<file path="src/rtl/ras_repeat_stack.sv">
module ras_repeat_stack #(
  parameter int DEPTH  = 16,
  parameter int CNT_W  = 3,
  parameter int ADDR_W = 32
) (
  input  logic                       clk,
  input  logic                       rst_n,
  input  logic                       push_i,
  input  logic [ADDR_W-1:0]          push_addr_i,
  input  logic                       pop_i,
  input  logic                       rec_i,
  input  logic [$clog2(DEPTH)-1:0]   rec_sp_i,
  input  logic [$clog2(DEPTH+1)-1:0] rec_occ_i,
  input  logic [ADDR_W-1:0]          rec_addr_i,
  input  logic [CNT_W-1:0]           rec_cnt_i,
  output logic [ADDR_W-1:0]          top_addr_o,
  output logic [CNT_W-1:0]           top_cnt_o,
  output logic [$clog2(DEPTH)-1:0]   sp_o,
  output logic [$clog2(DEPTH+1)-1:0] occ_o
);
  localparam int PTR_W = $clog2(DEPTH);
  localparam int OCC_W = $clog2(DEPTH+1);
  localparam logic [PTR_W-1:0] PTR_LAST = PTR_W'(DEPTH-1);
  localparam logic [OCC_W-1:0] OCC_FULL = OCC_W'(DEPTH);
  localparam logic [CNT_W-1:0] CNT_MAX  = '1;

  logic [ADDR_W-1:0] mem_addr [DEPTH];
  logic [CNT_W-1:0]  mem_cnt  [DEPTH];

  logic [PTR_W-1:0]  sp_q, wr_ptr_q;
  logic [OCC_W-1:0]  occ_q;
  logic [ADDR_W-1:0] top_addr_q, wr_addr_q;
  logic [CNT_W-1:0]  top_cnt_q, wr_cnt_q;
  logic              wr_v_q;

  logic [PTR_W-1:0]  b_sp, p_sp, n_sp, rd_ptr;
  logic [OCC_W-1:0]  b_occ, p_occ, n_occ;
  logic [ADDR_W-1:0] b_addr, p_addr, n_addr, rd_addr;
  logic [CNT_W-1:0]  b_cnt, p_cnt, n_cnt, rd_cnt;
  logic              rd_hit;

  assign b_sp   = rec_i ? rec_sp_i   : sp_q;
  assign b_occ  = rec_i ? rec_occ_i  : occ_q;
  assign b_addr = rec_i ? rec_addr_i : top_addr_q;
  assign b_cnt  = rec_i ? rec_cnt_i  : top_cnt_q;

  assign rd_ptr  = (b_sp == '0) ? PTR_LAST : b_sp - PTR_W'(1);
  assign rd_hit  = wr_v_q && (wr_ptr_q == rd_ptr);
  assign rd_addr = rd_hit ? wr_addr_q : mem_addr[rd_ptr];
  assign rd_cnt  = rd_hit ? wr_cnt_q  : mem_cnt[rd_ptr];

  always_comb begin
    p_sp = b_sp; p_occ = b_occ; p_addr = b_addr; p_cnt = b_cnt;
    if (pop_i && b_occ != '0) begin
      if (b_cnt != '0) begin
        p_cnt = b_cnt - CNT_W'(1);
      end else begin
        p_sp  = rd_ptr;
        p_occ = b_occ - OCC_W'(1);
        if (b_occ != OCC_W'(1)) begin
          p_addr = rd_addr;
          p_cnt  = rd_cnt;
        end
      end
    end
    n_sp = p_sp; n_occ = p_occ; n_addr = p_addr; n_cnt = p_cnt;
    if (push_i) begin
      if (p_occ != '0 && push_addr_i == p_addr && p_cnt != CNT_MAX) begin
        n_cnt = p_cnt + CNT_W'(1);
      end else begin
        n_sp   = (p_sp == PTR_LAST) ? '0 : p_sp + PTR_W'(1);
        n_occ  = (p_occ == OCC_FULL) ? p_occ : p_occ + OCC_W'(1);
        n_addr = push_addr_i;
        n_cnt  = '0;
      end
    end
  end

  always_ff @(posedge clk) begin
    if (!rst_n) begin
      sp_q <= '0; occ_q <= '0; top_addr_q <= '0; top_cnt_q <= '0;
      wr_v_q <= 1'b0; wr_ptr_q <= '0; wr_addr_q <= '0; wr_cnt_q <= '0;
    end else begin
      sp_q <= n_sp; occ_q <= n_occ; top_addr_q <= n_addr; top_cnt_q <= n_cnt;
      wr_v_q    <= push_i | pop_i | rec_i;
      wr_ptr_q  <= n_sp;
      wr_addr_q <= n_addr;
      wr_cnt_q  <= n_cnt;
    end
  end

  always_ff @(posedge clk) begin
    if (wr_v_q) begin
      mem_addr[wr_ptr_q] <= wr_addr_q;
      mem_cnt[wr_ptr_q]  <= wr_cnt_q;
    end
  end

  assign top_addr_o = top_addr_q;
  assign top_cnt_o  = top_cnt_q;
  assign sp_o       = sp_q;
  assign occ_o      = occ_q;

  AST_OCC_BOUND: assert property (@(posedge clk) disable iff (!rst_n)
    occ_o <= OCC_FULL);
  AST_NEW_PUSH: assert property (@(posedge clk) disable iff (!rst_n)
    push_i && !pop_i && !rec_i && (occ_o == '0 || push_addr_i != top_addr_o)
    |=> top_cnt_o == '0 && top_addr_o == $past(push_addr_i));
  AST_SAME_PUSH: assert property (@(posedge clk) disable iff (!rst_n)
    push_i && !pop_i && !rec_i && occ_o != '0 && push_addr_i == top_addr_o && top_cnt_o != CNT_MAX
    |=> $stable(sp_o) && top_cnt_o == $past(top_cnt_o) + CNT_W'(1));
  AST_POP_CNT: assert property (@(posedge clk) disable iff (!rst_n)
    pop_i && !push_i && !rec_i && occ_o != '0 && top_cnt_o != '0
    |=> $stable(sp_o) && $stable(top_addr_o) && top_cnt_o == $past(top_cnt_o) - CNT_W'(1));
  AST_EMPTY_POP: assert property (@(posedge clk) disable iff (!rst_n)
    pop_i && !push_i && !rec_i && occ_o == '0
    |=> $stable(sp_o) && $stable(top_addr_o) && $stable(occ_o));
  AST_RESTORE: assert property (@(posedge clk) disable iff (!rst_n)
    rec_i && !push_i && !pop_i
    |=> sp_o == $past(rec_sp_i) && occ_o == $past(rec_occ_i)
        && top_addr_o == $past(rec_addr_i) && top_cnt_o == $past(rec_cnt_i));
endmodule

</file>
<file path="config.mk">
export PLATFORM = sky130hd
export DESIGN_NAME = ras_repeat_stack
export DESIGN_NICKNAME = d
export VERILOG_FILES = /design/src/rtl/ras_repeat_stack.sv
export SDC_FILE = /design/constraint.sdc
export NUM_CORES = 1
export LEC_CHECK = 0
export CORE_MARGIN = 5
export CORE_UTILIZATION = 35
export CTS_CLUSTER_DIAMETER = 50
export CTS_CLUSTER_SIZE = 28
export DETAILED_ROUTE_END_ITERATION = 6
export MAX_ROUTING_LAYER = met4
export SLEW_MARGIN = 20
export SYNTH_ARGS = -nofsm -noshare
export SYNTH_HDL_FRONTEND = slang
export SYNTH_SLANG_ARGS = --single-unit
</file>
<file path="constraint.sdc">
create_clock -name clk -period 9.1 [get_ports clk]
set_input_delay 1.82 -clock clk [delete_from_list [all_inputs] [get_ports clk]]
set_output_delay 1.82 -clock clk [all_outputs]
set_load 0.03 [all_outputs]
</file>
==> impl_metrics.csv <==
group,metric,value,unit
sta,hold_viol,0,
global_routing,grt_use_total,18.55,%
power,seqPwrFrac,46.8,%
critical_path,reg2reg_setup_slack,3.08,ns
worst_hold_path,hold_depth,1,
clock_tree,cts_setup_buffers,0,
yosys,synth-seq-area-share,69.80,%
global_routing,grt_max_degree,142,
sta,max_freq,134.5,MHz
floorplanning,die-height,279.3,um
critical_path,r2r_end,"wr_ptr_q[2]",
sta,period_needed,7.434,ns
yosys,syn_area,0.02538,mm^2
worst_hold_path,whs_endpoint,"mem_addr[11][31]",
critical_path,crit_top_cell,"buf_4",
yosys,synth_async_sr_flop_share,0,%
floorplanning,num_rows,98,
clock_tree,clock_sinks,605,
clock_tree,root_buffer,"clkbuf_16",
floorplanning,num_io_pins,125,
power,pwr-share-comb,18.4,%
route,wl,72140,um
critical_path,crit_type,"in2reg",
sta,setup_viol,0,
global_routing,grt_pass1_wl,103900,um
power,peakVddDrop,0.1610,mV
place,dpl-instance-area,0.02794,mm^2
critical_path,crit_path_max_incr_delay,0.92,ns
floorplanning,dieArea,0.07801,mm^2
critical_path,crit_arrival,7.98,ns
global_routing,antenna_found_initial,0,
global_routing,grt_pass1_vias,14770,
worst_hold_path,hp-start,"wr_addr_q[31]",
place,place.gp.congestion,0.8621,
yosys,synth_cells,1458,
floorplanning,core,0.07173,mm^2
final_layout,instances_no_fill,2596,
yosys,yosys_warnings,0,
critical_path,rr_worst_depth,14,
worst_hold_path,holdCritPathClass,"reg2reg",
critical_path,slowest_stage,"a21oi_2",
critical_path,start_kind,"primary input",
yosys,synth_edf_count,560,
yosys,ys_ff_latch,605,
sta,drv_slew,0,
place,place_ws,1.123,ns
yosys,yosysUniqueCellTypes,69,
floorplanning,initial_utilization,35.39,%
power,netSwitchingPower,2.030,mW
route,initialDrtViolationCount,1699,
yosys,synth.avg_cell_area,17.41,um^2
final_layout,nets,1692,
power,p_leak,9.718,nW
critical_path,r2r-start,"wr_cnt_q[0]",
power,clock_power_share,34.7,%
yosys,synth_nets,1551,
route,vias,14820,
outcome,outcome,"complete, no violations",
place,hpwl,42120,um
power,p_per_area,234.0,mW/mm^2
clock_tree,clock_path_buffers,3,
route,ant_nets,0,
route,drc,0,
critical_path,cp_max_fo,18,
sta,rsz0062_at_grt,"no",
power,intPower,4.958,mW
final_layout,drive_gt1_share,21.22,%
place,post-place-cells,2493,
clock_tree,holdBufCountCts,0,
final_layout,final_cell_mix,"560 x edfxtp_1, 140 x mux4_2, 123 x clkdlybuf4s50_1, 88 x nand3_1",
yosys,synth_flop_cell,"edfxtp_1",
critical_path,required,9.65,ns
sta,fin_setup_tns,0,ns
route,first_pass_iters,6,
flow_run,maxCapViolCount,0,
sta,fin_ws,1.666,ns
sta,max_slew.worst_pin.slew,1.211,ns
clock_tree,ctsResizeCount,0,
clock_tree,cts.htree.levels,2,
power,p_sw_share,29.05,%
critical_path,crit_path_cell_trace,"buf_2 > buf_4 > mux2i_1 > ha_1 > o22a_1 > nor2_2 > nor2_1 > a21oi_2 > o221a_2 > xnor2_1 > nand4_1 > nor4_2 > a31oi_4 > buf_4 > and3_1 > nor3_1",
clock_tree,insertion_delay,0.64,ns
sta,max_slew_margin,19.28,%
critical_path,critPathCaptureType,"flop",
final_layout,fin_area,0.02986,mm^2
sta,clock_skew,0.03138,ns
route,wl_per_cell,27.79,um
final_layout,final_common_cell,"edfxtp_1",
final_layout,syn_to_final_growth,17.65,%
sta,period_share,81.69,%
place,io_buffers,124,
clock_tree,clk_pin_slew_worst_paths,0.08,ns
floorplanning,die_x,279.3,um
global_routing,grt.overflow.total,0,
power,finalPower,6.988,mW
clock_tree,cts_inserted_buffers,54,
route,vias_per_cell,5.710,
clock_tree,cts_tree,"yes",
[worst max-delay path, delay by kind of cell]
family                     cells  cell delay, ns
muxes                          1            0.26
adders and majority gates      1            0.30
buffers and inverters          3            1.20
and+or+nand+nor                6            2.12
AOI/OAI and AO/OA              4            2.08
xor gates and xnor gates       1            0.12
[through the flow]
stage	hold slack, ns	util [%]
final	0.6512	41.63
after detailed placement	0.6490	38.96
after global placement	0.6288	38.95
after global routing	0.6764	41.63
after CTS	0.6490	41.63
after floorplan	0.7434	-
[synth_stat cells (all sizes together) (8+ instances only)]
library cell,count,area [um^2]
nor2,72,270.3
and4,9,81.33
ha,12,150.1
a31o,8,70.07
inv,14,52.55
o21ai,33,165.2
o22ai,16,100.1
nand2,54,202.7
buf,43,265.3
mux4,140,3153
nor4,9,68.81
edfxtp,560,16820
a211o,8,70.07
xnor2,26,227.7
mux2i,60,613.1
and3,22,137.6
nand3,89,445.4
a211oi,23,195.2
xor2,12,105.1
nand4,9,56.30
a21oi,45,225.2
dfxtp,45,900.9
nor3,19,106.4
clkbuf,47,176.4
[worst max path at each step]
stage,start,end,cells past startpoint
2_1_floorplan,rec_i,wr_addr_q[23],27
3_3_place_gp,rec_i,wr_ptr_q[2],16
3_5_place_dp,rec_i,wr_ptr_q[2],16
4_1_cts,rec_i,wr_ptr_q[2],16
5_1_grt,rec_i,wr_addr_q[28],16
6_report,rec_i,wr_ptr_q[2],16
[registers in the layout (all words and copies together), names as in the netlist]
name / cells
mem_addr: 512
occ_o: 5
wr_ptr_q: 4
wr_v_q: 1
mem_cnt: 48
wr_addr_q: 32
wr_cnt_q: 3
[cell families after synthesis]
kind of cell / after synthesis / synth area share [%]
flops: 605 / 69.80
simple gates: 300 / 5.861
mux: 204 / 15.04
compound gates: 195 / 5.447
buf+inv: 104 / 1.947
xor+xnor: 38 / 1.311
fa+ha+maj: 12 / 0.5915
[power by group through the flow]
stage               Clock (mW)  Combinational (mW)  Sequential (mW)
floorplan                    0               0.802             3.35
global placement             0                1.27             3.33
detailed placement           0                1.28             3.34
CTS                       2.47                1.29             3.27
global route              2.59                1.37             3.29
finish                    2.43                1.29             3.27
[layer usage]
layer | GRT usage (%) | wire (um) | vias up
met5 | - | 0 | -
met4 | 5.591 | 2385 | 0
met3 | 3.750 | 5794 | 144
met2 | 28.53 | 33810 | 675
met1 | 25.24 | 30150 | 7766
li1 | - | - | 6238
[layout make-up]
cell class,instances,area (um^2)
sequential,605,17720
multi-input combinational,749,7355
clock inverter,47,551.8
antenna,1,2.502
inverter,14,52.55
timing repair buffer,175,1632
clock buffer,55,1365
tap,950,1189
fill,6393,41870
Note: power is estimated with default switching activity, not from simulation.
